`src/rtl/mstat_pkg.sv`:
```
// Package: mstat_pkg
// Shared encodings, field positions and derived masks for the machine
// status register. Assumes a 64-bit register layout; positions are fixed
// because software decodes them.
package mstat_pkg;

    localparam int unsigned PRIV_W  = 2;
    localparam int unsigned STAT_W  = 64;
    localparam int unsigned XLFLD_W = 2;

    typedef enum logic [PRIV_W-1:0] {
        PRIV_USER  = 2'd0,
        PRIV_SUPER = 2'd1,
        PRIV_RSVD  = 2'd2,
        PRIV_MACH  = 2'd3
    } priv_e;

    typedef struct packed {
        logic has_user;
        logic has_super;
        logic ext_xs;
    } mstat_cfg_t;

    // Field least-significant bit positions
    localparam int unsigned POS_SIE  = 1;
    localparam int unsigned POS_MIE  = 3;
    localparam int unsigned POS_SPIE = 5;
    localparam int unsigned POS_MPIE = 7;
    localparam int unsigned POS_SPP  = 8;
    localparam int unsigned POS_MPP  = 11;
    localparam int unsigned POS_FS   = 13;
    localparam int unsigned POS_XS   = 15;
    localparam int unsigned POS_MPRV = 17;
    localparam int unsigned POS_SUM  = 18;
    localparam int unsigned POS_MXR  = 19;
    localparam int unsigned POS_TVM  = 20;
    localparam int unsigned POS_TW   = 21;
    localparam int unsigned POS_TSR  = 22;
    localparam int unsigned POS_UXL  = 32;
    localparam int unsigned POS_SXL  = 34;
    localparam int unsigned POS_SD   = 63;

    // Fields copied straight from write data on every write
    localparam int unsigned N_DIRECT = 11;
    localparam int unsigned DIRECT_LSB [N_DIRECT] = '{
        POS_SIE, POS_MIE, POS_SPIE, POS_MPIE, POS_FS, POS_MPRV,
        POS_SUM, POS_MXR, POS_TVM, POS_TW, POS_TSR
    };
    localparam int unsigned DIRECT_WID [N_DIRECT] = '{
        1, 1, 1, 1, 2, 1, 1, 1, 1, 1, 1
    };

    // Build the always-writable mask from the descriptor tables
    function automatic logic [STAT_W-1:0] build_direct_mask();
        logic [STAT_W-1:0] m;
        m = '0;
        for (int i = 0; i < int'(N_DIRECT); i++) begin
            for (int b = 0; b < int'(DIRECT_WID[i]); b++) begin
                m[DIRECT_LSB[i] + b] = 1'b1;
            end
        end
        return m;
    endfunction

    // Build a mask for a contiguous field
    function automatic logic [STAT_W-1:0] field_mask(int unsigned lsb,
                                                     int unsigned wid);
        logic [STAT_W-1:0] m;
        m = '0;
        for (int b = 0; b < int'(wid); b++) begin
            m[lsb + b] = 1'b1;
        end
        return m;
    endfunction

    localparam logic [STAT_W-1:0] DIRECT_MASK = build_direct_mask();
    localparam logic [STAT_W-1:0] SPP_MASK    = field_mask(POS_SPP, 1);
    localparam logic [STAT_W-1:0] XS_MASK     = field_mask(POS_XS, 2);
    localparam logic [STAT_W-1:0] MPP_MASK    = field_mask(POS_MPP, PRIV_W);
    localparam logic [STAT_W-1:0] XL_MASK     = field_mask(POS_UXL, XLFLD_W)
                                              | field_mask(POS_SXL, XLFLD_W);
    localparam logic [STAT_W-1:0] SD_MASK     = field_mask(POS_SD, 1);
    localparam logic [STAT_W-1:0] DEFINED_MASK = DIRECT_MASK | SPP_MASK
                                               | XS_MASK | MPP_MASK
                                               | XL_MASK | SD_MASK;

endpackage

```
`src/rtl/mstat_priv_legal.sv`:
```
// Module: mstat_priv_legal
// Maps a requested privilege code to one the core implements.
// Purely combinational. Assumes the configuration bits are static.
module mstat_priv_legal
    import mstat_pkg::*;
#(
    parameter int unsigned PW = PRIV_W
) (
    input  logic          has_user,
    input  logic          has_super,
    input  logic [PW-1:0] req_priv,
    output logic [PW-1:0] legal_priv
);

    // Apply the mode-availability rule to one request
    always_comb begin
        if (!has_user) begin
            legal_priv = PW'(PRIV_MACH);
        end else if (req_priv == PW'(PRIV_RSVD)) begin
            legal_priv = PW'(PRIV_USER);
        end else if ((req_priv == PW'(PRIV_SUPER)) && !has_super) begin
            legal_priv = PW'(PRIV_USER);
        end else begin
            legal_priv = req_priv;
        end
    end

endmodule

```
`src/rtl/mstat_merge.sv`:
```
// Module: mstat_merge
// Forms the value a status write commits: gated field merge, legalized
// MPP, forced width fields, derived SD and cleared undefined bits.
// Assumes old_stat already holds a legal value.
module mstat_merge
    import mstat_pkg::*;
#(
    parameter int unsigned DW        = STAT_W,
    parameter logic [1:0]  XL_ENC    = 2'b10
) (
    input  mstat_cfg_t        cfg,
    input  logic [DW-1:0]     old_stat,
    input  logic [DW-1:0]     wdata,
    input  logic [PRIV_W-1:0] legal_mpp,
    output logic [DW-1:0]     new_stat
);

    logic [DW-1:0] wr_mask;
    logic [DW-1:0] merged;

    // Assemble the write mask from static and configuration-gated parts
    always_comb begin
        wr_mask = DW'(DIRECT_MASK);
        if (cfg.has_super) begin
            wr_mask = wr_mask | DW'(SPP_MASK);
        end
        if (cfg.ext_xs) begin
            wr_mask = wr_mask | DW'(XS_MASK);
        end
    end

    // Merge, then overwrite the fields the block owns
    always_comb begin
        merged = (old_stat & ~wr_mask) | (wdata & wr_mask);
        merged[POS_MPP +: PRIV_W]  = legal_mpp;
        merged[POS_UXL +: XLFLD_W] = XL_ENC;
        merged[POS_SXL +: XLFLD_W] = XL_ENC;
        merged[POS_SD]             = &merged[POS_FS +: 2];
        new_stat = merged & DW'(DEFINED_MASK);
    end

endmodule

```
`src/rtl/mstat_csr.sv`:
```
// Module: mstat_csr
// Machine status register plus current privilege. Each write is legalized
// before it is stored, and a flush request follows every write.
// Assumes the cfg_* inputs change only while rst_n is low.
module mstat_csr
    import mstat_pkg::*;
#(
    parameter int unsigned DW     = STAT_W,
    parameter logic [1:0]  XL_ENC = 2'b10
) (
    input  logic              clk,
    input  logic              rst_n,
    input  logic              cfg_has_user,
    input  logic              cfg_has_super,
    input  logic              cfg_ext_xs,
    input  logic              csr_we,
    input  logic [DW-1:0]     csr_wdata,
    output logic [DW-1:0]     csr_rdata,
    input  logic              priv_we,
    input  logic [PRIV_W-1:0] priv_wdata,
    output logic [PRIV_W-1:0] priv_cur,
    output logic              tlb_flush
);

    localparam int unsigned N_LEG = 2;   // 0: MPP request, 1: mode change
    localparam logic [DW-1:0] RST_STAT =
        (DW'(PRIV_MACH) << POS_MPP) |
        (DW'(XL_ENC) << POS_UXL) |
        (DW'(XL_ENC) << POS_SXL);

    mstat_cfg_t        cfg;
    logic [DW-1:0]     stat_q;
    logic [DW-1:0]     stat_nxt;
    logic [PRIV_W-1:0] priv_q;
    logic              flush_q;
    logic [PRIV_W-1:0] leg_req [N_LEG];
    logic [PRIV_W-1:0] leg_out [N_LEG];

    // Bundle the static configuration
    always_comb begin
        cfg.has_user  = cfg_has_user;
        cfg.has_super = cfg_has_super;
        cfg.ext_xs    = cfg_ext_xs;
    end

    // Route the two privilege requests to their legalizers
    always_comb begin
        leg_req[0] = csr_wdata[POS_MPP +: PRIV_W];
        leg_req[1] = priv_wdata;
    end

    for (genvar g = 0; g < int'(N_LEG); g++) begin : g_leg
        mstat_priv_legal #(.PW(PRIV_W)) u_leg (
            .has_user   (cfg.has_user),
            .has_super  (cfg.has_super),
            .req_priv   (leg_req[g]),
            .legal_priv (leg_out[g])
        );
    end

    mstat_merge #(.DW(DW), .XL_ENC(XL_ENC)) u_merge (
        .cfg       (cfg),
        .old_stat  (stat_q),
        .wdata     (csr_wdata),
        .legal_mpp (leg_out[0]),
        .new_stat  (stat_nxt)
    );

    // Status register: reset value or committed write
    always_ff @(posedge clk) begin
        if (!rst_n) begin
            stat_q <= RST_STAT;
        end else if (csr_we) begin
            stat_q <= stat_nxt;
        end
    end

    // Current privilege: machine after reset, legalized on change
    always_ff @(posedge clk) begin
        if (!rst_n) begin
            priv_q <= PRIV_W'(PRIV_MACH);
        end else if (priv_we) begin
            priv_q <= leg_out[1];
        end
    end

    // Flush request registered on the committing edge
    always_ff @(posedge clk) begin
        if (!rst_n) begin
            flush_q <= 1'b0;
        end else begin
            flush_q <= csr_we | priv_we;
        end
    end

    assign csr_rdata = stat_q;
    assign priv_cur  = priv_q;
    assign tlb_flush = flush_q;

endmodule

```
`config.mk`:
```
export PLATFORM = sky130hd
export DESIGN_NAME = mstat_csr
export DESIGN_NICKNAME = d
export VERILOG_FILES = /design/src/rtl/mstat_pkg.sv /design/src/rtl/mstat_priv_legal.sv /design/src/rtl/mstat_merge.sv /design/src/rtl/mstat_csr.sv
export SDC_FILE = /design/constraint.sdc
export NUM_CORES = 1
export LEC_CHECK = 0
export CAP_MARGIN = 40
export CORE_MARGIN = 3
export CORE_UTILIZATION = 29
export DETAILED_ROUTE_END_ITERATION = 10
export GPL_ROUTABILITY_DRIVEN = 0
export PLACE_DENSITY = 0.95
export SETUP_SLACK_MARGIN = 0.4
export SYNTH_ARGS = -nofsm -noshare
export SYNTH_HDL_FRONTEND = slang
export SYNTH_SLANG_ARGS = --single-unit
```
`constraint.sdc`:
```
create_clock -name clk -period 1.45 [get_ports clk]
set_input_delay 0.2175 -clock clk [delete_from_list [all_inputs] [get_ports clk]]
set_output_delay 0.2175 -clock clk [all_outputs]
set_load 0.02 [all_outputs]
```
---- After elaboration in Yosys (flattened, before gate mapping) ----
Cells that the tools add are included.
Widths: inputs -> output; s select.
storage, ports and cells
  bits in registers ....................... 21
  input port bits ......................... 73
  output and inout port bits .............. 67
cells by class
  equal/unequal tests ..................... 4
  muxes and demuxes ....................... 8
  bitwise logic cells ..................... 5
  reductions and logical operators ........ 4
operators with widths
  kind                count
  $and 23x23->23      2
  $not 23->23         1
  $or 23x23->23       1
  $mux 17             1
  $mux 2              6
  $mux 9              1
  $eq 2x1->1 const B  2
  $eq 2x2->1 const B  2
  $logic_and 1x1->1   2
  $reduce_and 2->1    1
  $logic_not 1->1     1
  $or 1x1->1          1

---- Logic depth before layout (Yosys ltp) ----
Gate-level depths: netlist of run 1.
  depth after elaboration ................. 6
  depth in mapped cells ................... 5
  mapped depth without buffers ............ 3

---- Cells and area by module ----
Synthesis of run 1 repeated with hierarchy kept, for this count alone.
unflattened totals
  cell total of the unflattened synthesis .. 288
  area, all modules ....................... 3080.5 um^2
modules (own cells, without submodules)
  module            instances  cells each  area each (um^2)  seq. area each (um^2)
  mstat_csr         1          214         2549.9            1341.3
  mstat_merge       1          66          498.0             0.0
  mstat_priv_legal  2          4           16.3              0.0

---- Worst setup path before layout of run 1 ----
No wires, ideal clock.
  path kind ............................... input-to-reg
  from .................................... input port csr_we
  to ...................................... register stat_q[11], in the netlist csr_rdata[11]
  arrival time ............................ 0.664 ns
  slack ................................... 0.661 ns
  stages on the path ...................... 4
  cell sequence ........................... buf_6 buf_6 o22ai_1 nand2_1
RTL lines
  item                  line             text
  from (decl)           mstat_csr.sv:16  input logic csr_we,
  to (signal assigned)  mstat_csr.sv:74  stat_q <= stat_nxt;
  to (decl)             mstat_csr.sv:32  logic [DW-1:0] stat_q;

---- Final worst setup path of run 1 ----
  from .................................... register stat_q[63], in the netlist csr_rdata[63]
  to ...................................... output port csr_rdata[63]
RTL lines
  item       line             text
  to (decl)  mstat_csr.sv:18  output logic [DW-1:0] csr_rdata,
No word-level cell between the ends.

==> results of run 1 <==
cells in the mapped netlist:
library cell | number | share of area
a21boi_1 | 3 | 0.019
a21boi_2 | 1 | 0.0095
a21oi_1 | 2 | 0.0084
buf_12 | 1 | 0.017
buf_4 | 46 | 0.29
buf_6 | 2 | 0.019
clkbuf_1 | 2 | 0.0063
conb_1 | 2 | 0.0063
dfxtp_1 | 21 | 0.35
mux2i_1 | 12 | 0.10
nand2_1 | 7 | 0.022
nand2_2 | 2 | 0.011
nand2b_4 | 1 | 0.012
nand3_1 | 4 | 0.017
nor2_1 | 2 | 0.0063
nor2b_1 | 12 | 0.063
o21a_1 | 3 | 0.019
o21ai_0 | 1 | 0.0042
o21ai_1 | 1 | 0.0042
o22ai_1 | 2 | 0.011
worst paths after layout:
| path | startpoint | end | slack (ns) |
|---|---|---|---|
| worst max-delay path | csr_rdata[63] | csr_rdata[63] | 0.45 |
| worst min register to register | flip-flop | flip-flop | 0.46 |
| worst max register to register | priv_cur[0] | priv_cur[0] | 0.82 |
| worst min-delay path | flip-flop | flip-flop | 0.46 |
final cells by class:
cell class | instances | area [um^2]
Clock buffer | 4 | 45.04
Multi-Input combinational cell | 99 | 536.8
Fill cell | 398 | 2320
Sequential cell | 21 | 420.4
Timing Repair Buffer | 49 | 416.7
Tap cell | 48 | 60.06
kinds of logic after synthesis:
| group | Yosys count |
|---|---|
| and+or+nand+nor | 28 |
| AOI/OAI and AO/OA | 13 |
| DFF | 21 |
| other | 2 |
| buffers and inverters | 51 |
| muxes | 12 |
where the power goes:
group	switching (mW)	total, mW	internal (mW)
clock network	0.169	0.364	0.195
registers	0.0140	0.623	0.609
logic	0.218	0.355	0.137
total	0.401	1.34	0.940
per-layer routing:
layer  track usage  wire length, um
met1       0.08854              834
met2        0.1647             1249
met3       0.03453              278
met4       0.03191               11
met5             0                0
timing repair:
action,in CTS,in global routing
endpoints found under the setup margin,23,2
buffers inserted,0,0
gates cloned,1,0
gates resized for setup,84,2
==> out/metrics.yaml, run 1 <==
clock_tree:
  clk_pin_slew_ns: 0.07
  cts_hold_buf: 0
  clockRootBuffer: "clkbuf_8"
  cts_buffers: 3
  cts_buffer_depth: 2
  tritoncts: "done"
  cts-htree-levels: 1
  numClockSinks: 21
  clk_latency_ns: 0.25
placed_design:
  hpwlAfterDp_um: 1811
  dp_cells: 216
  io_buffers: 46
  place_area_mm2: 0.001505
  dp_slack_ns: 0.1211
min_path:
  holdPathStages: 2
  hold_class: "flip-flop to flip-flop"
sta:
  finalHoldViolations: 0
  rsz0062_at_grt: "false"
  post-route-period-util: 0.6905
  hold_ws_ns: 0.4602
  fin_tns_setup_ns: 0
  fin_ws_ns: 0.4488
  final.setup_skew_ns: 0
  setup_viol: 0
  clock.fmax_mhz: 998.8
  slew_viol_final: 0
  period_needed_ns: 1.001
power_and_ir_drop:
  power_mw: 1.341
  power_density_mw_per_mm2: 906.8
  ir_drop_mv: 0.2968
  p_leak_nw: 0.7199
die:
  die_x_um: 69.99
  dieArea_mm2: 0.004898
  start_util: 0.3126
  fp.dieH_um: 69.99
  core_area_mm2: 0.003799
  rows: 22
  io_pins: 140
synthesis:
  synth_adder_area_share: 0
  synth_seq_area_share: 0.3541
  yosys_warnings: 0
  synth_top_family_by_area: "buffers and inverters"
  synthSimpleGateAreaFrac: 0.1307
  synth.cell_area_mm2: 0.001187
  synth.distinct_cells: 20
  ys_ff_latch: 21
  synth_mux_area_frac: 0.1012
  synth_xor_area_frac: 0
  synth-compound-area-share: 0.07482
  netlist_instances: 127
  synth_area_per_cell_um2: 9.350
finish:
  fin_cells: 221
  area_delta_synth_final_pct: 24.55
  final_common_cell: "conb_1"
  final_util: 0.3893
  final_nets: 247
  post-route-cell-area_mm2: 0.001479
  drive_gt1_frac: 0.1792
  antenna_cells: 0
  final_cell_mix: "conb_1, clkdlybuf4s50_1, dfxtp_1"
worst_setup_path:
  worstPathRequired_ns: 1.23
  cp_slowest_cell: "dfxtp_1"
  cp_num_buf_inv: 1
  cp-start-kind: "flip-flop"
  crit_chain: "buf_4"
  path_depth: 1
  reg2regPathDepth: 2
  crit_path_max_fanout: 2
  cp.arrival_ns: 0.78
  worstSetupEndpointType: "output port"
  cp_top_family: "flip-flops"
  cpPeakStageDelay_ns: 0.37
  critPathKind: "flip-flop to output port"
routing:
  first_pass_iters: 4
  wl_per_cell_um: 10.74
  totalWireLength_um: 2373
  vias_per_cell: 3.819
  vias: 844
  drt_iter0_markers: 39
  drc: 0
  ant_nets: 0
run_status:
  outcome: "complete, no violations"
global_route:
  overflow: 0
  track_usage: 0.08869
  grt_pass1_wl_um: 3477
  antenna_found_initial: 0
  grt_start_max_net_pins: 22
  grt_pass1_vias: 769
job:
  cap_violations: 0
Power figures use the tool's default switching activity.
==> run 2: changes to the inputs <==
CORE_UTILIZATION = 27   (was 29)
PLACE_DENSITY = 0.9   (was 0.95)
clock period = 1 ns   (was 1.45 ns; I/O delays follow)
==> run 2 against run 1 <==
Against the previous run:
- sequential share of layout area shrank 2.9 points
- non-clock buffer count grew 10
- first-iteration DRC count increased by 31%
- worst hold slack lost 0.30 ns
- critical endpoint is now csr_rdata[7]
- largest cell class is now buffers
==> out/metrics.yaml, run 2 (same netlist as run 1, synthesis figures left out) <==
finish:
  post-route-cell-area_mm2: 0.001758  # was 0.001479 mm^2
  antenna_cells: 0  # unchanged
  final_common_cell: "conb_1"  # unchanged
  final_nets: 257  # was 247
  final_util: 0.4272  # was 0.3893
  area_delta_synth_final_pct: 48.05  # was 24.55%
  final_cell_mix: "conb_1, buf_6, dfxtp_2"  # was conb_1, clkdlybuf4s50_1, dfxtp_1
  multi_input_area_um2: 551.8  # was 536.8 um^2
  regArea_um2: 449.2  # was 420.4 um^2
  fillCellCount: 390  # was 398
  drive_gt1_frac: 0.3607  # was 0.1792
power_and_ir_drop:
  sequentialPowerShare: 0.444  # was 0.464
  intPower_mw: 1.444  # was 0.9404 mW
  power_density_mw_per_mm2: 1183  # was 906.8 mW/mm^2
  swShare: 0.3052  # was 0.2988
  switching_power_mw: 0.6346  # was 0.4007 mW
  p_leak_nw: 0.8568  # was 0.7199 nW
  ir_drop_mv: 0.4838  # was 0.2968 mV
  clkPwrFrac: 0.266  # was 0.271
  power_frac_comb: 0.290  # was 0.264
clock_tree:
  clk_latency_ns: 0.26  # was 0.25 ns
  cts_buffer_depth: 2  # unchanged
  cts-htree-levels: 1  # unchanged
  clockRootBuffer: "clkbuf_8"  # unchanged
  clk_pin_slew_ns: 0.07  # about the same
  numClockSinks: 21  # unchanged
  tritoncts: "done"  # unchanged
  cts_buffers: 3  # unchanged
worst_setup_path:
  crit_chain: "buf_6"  # was buf_4
  r2r_slack_ns: 0.17  # was 0.82 ns
  critPathKind: "flip-flop to output port"  # unchanged
  worstPathRequired_ns: 0.85  # was 1.23 ns
  cp-start-kind: "flip-flop"  # unchanged
  cp_top_family: "flip-flops"  # unchanged
  worstSetupEndpointType: "output port"  # unchanged
  cp_slowest_cell: "dfxtp_2"  # was dfxtp_1
  crit_path_max_fanout: 2  # unchanged
  cpPeakStageDelay_ns: 0.35  # was 0.37 ns
  cp_num_buf_inv: 1  # unchanged
  cp.arrival_ns: 0.73  # was 0.78 ns
global_route:
  track_usage: 0.09012  # was 0.08869
  grt_pass1_wl_um: 3643  # was 3477 um
  antenna_found_initial: 0  # unchanged
  grt_start_max_net_pins: 12  # was 22
  overflow: 0  # unchanged
  grt_pass1_vias: 770  # was 769
routing:
  vias: 882  # was 844
  drt_iter0_markers: 51  # was 39
  vias_per_cell: 3.785  # was 3.819
  first_pass_iters: 4  # unchanged
  drc: 0  # unchanged
  totalWireLength_um: 2630  # was 2373 um
  ant_nets: 0  # unchanged
  wl_per_cell_um: 11.29  # was 10.74 um
sta:
  post-route-period-util: 0.8805
  fin_ws_ns: 0.1195  # was 0.4488 ns
  rsz0062_at_grt: "true"  # was false
  period_needed_ns: 0.8805
  finalHoldViolations: 0  # unchanged
  final.setup_skew_ns: 0  # unchanged
  clock.fmax_mhz: 1136
  setup_viol: 0  # unchanged
  slew_viol_final: 0  # unchanged
min_path:
  hold_class: "input port to flip-flop"  # was flip-flop to flip-flop
placed_design:
  hpwlAfterDp_um: 1763  # was 1811 um
  io_buffers: 46  # unchanged
  dp_slack_ns: -0.2446  # was 0.1211 ns
  place_area_mm2: 0.001549  # was 0.001505 mm^2
die:
  core_area_mm2: 0.004115  # was 0.003799 mm^2
  io_pins: 140  # unchanged
  rows: 23  # was 22
  fp.dieH_um: 72.32  # was 69.99 um
  start_util: 0.2885  # was 0.3126
  dieArea_mm2: 0.005229  # was 0.004898 mm^2
  die_x_um: 72.32  # was 69.99 um
job:
  cap_violations: 0  # unchanged
run_status:
  outcome: "complete, no violations"  # unchanged
## run 2: changes by cell type in the layout (fill, tap and decap cells not counted), moves of 3 or more
cell / delta
dfxtp_2: +20
dfxtp_1: -21
buf_6: +27
dlymetal6s2s_1: +3
clkdlybuf4s50_1: -14
buf_2: -19
dlygate4sd2_1: +9
## run 2: final timing paths
check	startpoint	to	depth (start not counted)
min	csr_wdata[8]	flip-flop	3
max reg2reg	csr_rdata[7]	csr_rdata[7]	4
max	csr_rdata[7]	csr_rdata[7]	1
min reg2reg	flip-flop	flip-flop	2
## run 2: cell type report
type,count,share of cell area
Multi-Input combinational cell,99,0.3139
Timing Repair Buffer,59,0.3694
Clock buffer,4,0.02562
Tap cell,50,0.03559
Sequential cell,21,0.2555
## run 2: power groups by stage
stage / clock (mW) / combinational, mW / sequential [mW]
2_1_floorplan: 0 / 0.410 / 0.982
3_3_place_gp: 0 / 0.539 / 0.925
3_5_place_dp: 0 / 0.546 / 0.924
4_1_cts: 0.579 / 0.578 / 0.922
5_1_grt: 0.618 / 0.638 / 0.930
6_report: 0.553 / 0.602 / 0.924
## run 2: through the flow
stage / std cells / hold WS, ns / power, mW / setup TNS [ns]
global route: 233 / 0.1666 / 2.186 / 0
CTS: 230 / 0.2920 / 2.079 / 0
global placement: 222 / 0.4351 / 1.464 / -4.926
detailed placement: 222 / 0.4470 / 1.470 / -5.347
floorplan: 171 / 0.2602 / 1.392 / 0
finish: 233 / 0.1634 / 2.079 / 0
## run 2: routing by layer
| metal | vias up | routed length [um] | track usage |
|---|---|---|---|
| met5 | - | 0 | 0 |
| met4 | 0 | 22 | 0.03758 |
| met3 | 4 | 287 | 0.01801 |
| met2 | 54 | 1440 | 0.1648 |
| met1 | 393 | 879 | 0.1005 |
| li1 | 431 | - | - |
## run 2: what timing repair did
action | 4_1_cts | 5_1_grt
endpoints found under the setup margin | 42 | 41
cloned | 3 | 0
gates resized for setup | 162 | 10
hold buffers | 0 | 0
setup buffers | 1 | 3
pin swaps | 9 | 5
==> run 3: changes to the inputs <==
CORE_MARGIN = 2   (was 3)
==> run 3 against run 2 <==
Against the previous run:
- global-route usage is 1.2 points higher
- count of clock-buffer cells in the layout shrank 1
- clock power down 3%
- wire length grew 3.6%
- non-clock buffer count grew 5
- via count increased by 3.3%
- total power grew 1.7%
- core utilization up 0.46 points
- cell count increased by 3.0%
- maximum frequency hardly changed
- sequential power about the same
- sequential cell count unchanged
- critical endpoint is now csr_rdata[63]
==> out/metrics.yaml, run 3 (same netlist as run 1, synthesis figures left out) <==
run_status:
  outcome: "complete, no violations"  # unchanged
routing:
  totalWireLength_um: 2724  # was 2630 um
  drc: 0  # unchanged
  ant_nets: 0  # unchanged
  vias: 911  # was 882
  first_pass_iters: 2  # was 4
  wl_per_cell_um: 11.35  # was 11.29 um
  drt_iter0_markers: 32  # was 51
  vias_per_cell: 3.796  # was 3.785
power_and_ir_drop:
  intPower_mw: 1.474  # was 1.444 mW
  clkPwrFrac: 0.253  # was 0.266
  swShare: 0.3028  # was 0.3052
  power_density_mw_per_mm2: 1140  # was 1183 mW/mm^2
  switching_power_mw: 0.6403  # was 0.6346 mW
  sequentialPowerShare: 0.438  # was 0.444
  power_mw: 2.115  # was 2.079 mW
  p_leak_nw: 0.8783  # was 0.8568 nW
  ir_drop_mv: 0.4489  # was 0.4838 mV
  power_frac_comb: 0.310  # was 0.290
placed_design:
  dp_slack_ns: -0.2963  # was -0.2446 ns
  hpwlAfterDp_um: 1720  # was 1763 um
  io_buffers: 46  # unchanged
global_route:
  grt_pass1_wl_um: 3960  # was 3643 um
  gr-usage-met1: 0.1019  # was 0.1005
  grt_pass1_vias: 797  # was 770
  antenna_found_initial: 0  # unchanged
  use_met2: 0.2023  # was 0.1648
  track_usage: 0.1020  # was 0.09012
  busiest_layer: "met2"  # unchanged
  grt_start_max_net_pins: 13  # was 12
  grt.met3_usage: 0.02453  # was 0.01801
  overflow: 0  # unchanged
finish:
  final_util: 0.4318  # was 0.4272
  final_common_cell: "conb_1"  # unchanged
  final_cell_mix: "conb_1, buf_6, dfxtp_2"  # unchanged
  area_delta_synth_final_pct: 56.16  # was 48.05%
  final_nets: 262  # was 257
  antenna_cells: 0  # unchanged
  drive_gt1_frac: 0.4202  # was 0.3607
sta:
  finalHoldViolations: 0  # unchanged
  final.setup_skew_ns: 0  # unchanged
  clock.fmax_mhz: 1135  # was 1136 MHz
  period_needed_ns: 0.8808  # was 0.8805 ns
  rsz0062_at_grt: "true"  # unchanged
  fin_ws_ns: 0.1192  # was 0.1195 ns
  slew_viol_final: 0  # unchanged
  setup_viol: 0  # unchanged
  hold_ws_ns: 0.2209  # was 0.1634 ns
  fin_tns_setup_ns: 0  # unchanged
  post-route-period-util: 0.8808  # was 0.8805
worst_setup_path:
  critPathKind: "flip-flop to output port"  # unchanged
  cp-start-kind: "flip-flop"  # unchanged
  crit_chain: "buf_6"  # unchanged
  worstPathRequired_ns: 0.85  # about the same
  cpPeakStageDelay_ns: 0.36  # was 0.35 ns
  cp.arrival_ns: 0.73  # about the same
  worstSetupEndpointType: "output port"  # unchanged
  cp_num_buf_inv: 1  # unchanged
  cp_top_family: "flip-flops"  # unchanged
  crit_path_max_fanout: 2  # unchanged
  cp_slowest_cell: "dfxtp_2"  # unchanged
die:
  io_pins: 140  # unchanged
  core_area_mm2: 0.004294  # was 0.004115 mm^2
  fp.dieH_um: 70.32  # was 72.32 um
  dieArea_mm2: 0.004944  # was 0.005229 mm^2
  rows: 24  # was 23
  start_util: 0.2765  # was 0.2885
  die_x_um: 70.32  # was 72.32 um
min_path:
  hold_class: "input port to flip-flop"  # unchanged
clock_tree:
  tritoncts: "done"  # unchanged
  cts_buffers: 3  # unchanged
  numClockSinks: 21  # unchanged
  cts-htree-levels: 1  # unchanged
  clk_pin_slew_ns: 0.07  # about the same
  cts_hold_buf: 0  # unchanged
  cts_buffer_depth: 2  # unchanged
  clockRootBuffer: "clkbuf_8"  # unchanged
  clk_latency_ns: 0.25  # was 0.26 ns
job:
  cap_violations: 0  # unchanged
run 3: cell count changes in the layout (fill, tap and decap cells not counted), sizes merged:
cell / previous run / this run
clkinv: 0 / 1
clkdlybuf4s15: 1 / 0
clkdlybuf4s50: 10 / 11
bufbuf: 0 / 1
buf: 35 / 40
dlygate4sd2: 10 / 11
dlymetal6s2s: 3 / 0
run 3: worst paths after layout:
| kind | start | endpoint | slack [ns] | cells past startpoint |
|---|---|---|---|---|
| hold / removal | priv_we | priv_cur[0] | 0.22 | 3 |
| setup reg to reg | csr_rdata[18] | csr_rdata[18] | 0.19 | 4 |
| hold reg to reg | flip-flop | flip-flop | 0.46 | 2 |
| setup / recovery | csr_rdata[63] | csr_rdata[63] | 0.12 | 1 |
run 3: power groups by stage:
stage	Sequential [mW]	Clock [mW]	Combinational [mW]
floorplan	0.982	0	0.410
global placement	0.924	0	0.542
detailed placement	0.926	0	0.552
CTS	0.923	0.563	0.613
global route	0.931	0.589	0.692
finish	0.926	0.534	0.655
run 3: layer usage:
metal | part of all wire | wire length, um
met3 | 0.071 | 194
met4 | 0 | 0
met2 | 0.58 | 1581
met5 | 0 | 0
met1 | 0.35 | 948
run 3: layout make-up:
type	count	area [um^2]
tap	52	65.06
timing repair buffer	64	719.4
clock inverter	1	5.005
multi-input combinational	99	574.3
sequential	21	449.2
clock buffer	3	41.29
fill	424	2440
run 3: stage by stage:
step           cell area, um^2  instances
2_1_floorplan             1368        171
6_report                  1854        240
3_3_place_gp              1556        223
4_1_cts                   1765        233
5_1_grt                   1854        240
3_5_place_dp              1556        223
run 3: what timing repair did:
item                       4_1_cts  5_1_grt
setup endpoints to repair       42       41
gates resized for setup        171       13
gates cloned                     3        0
buffers inserted                 3        7
pin swaps                       12        8
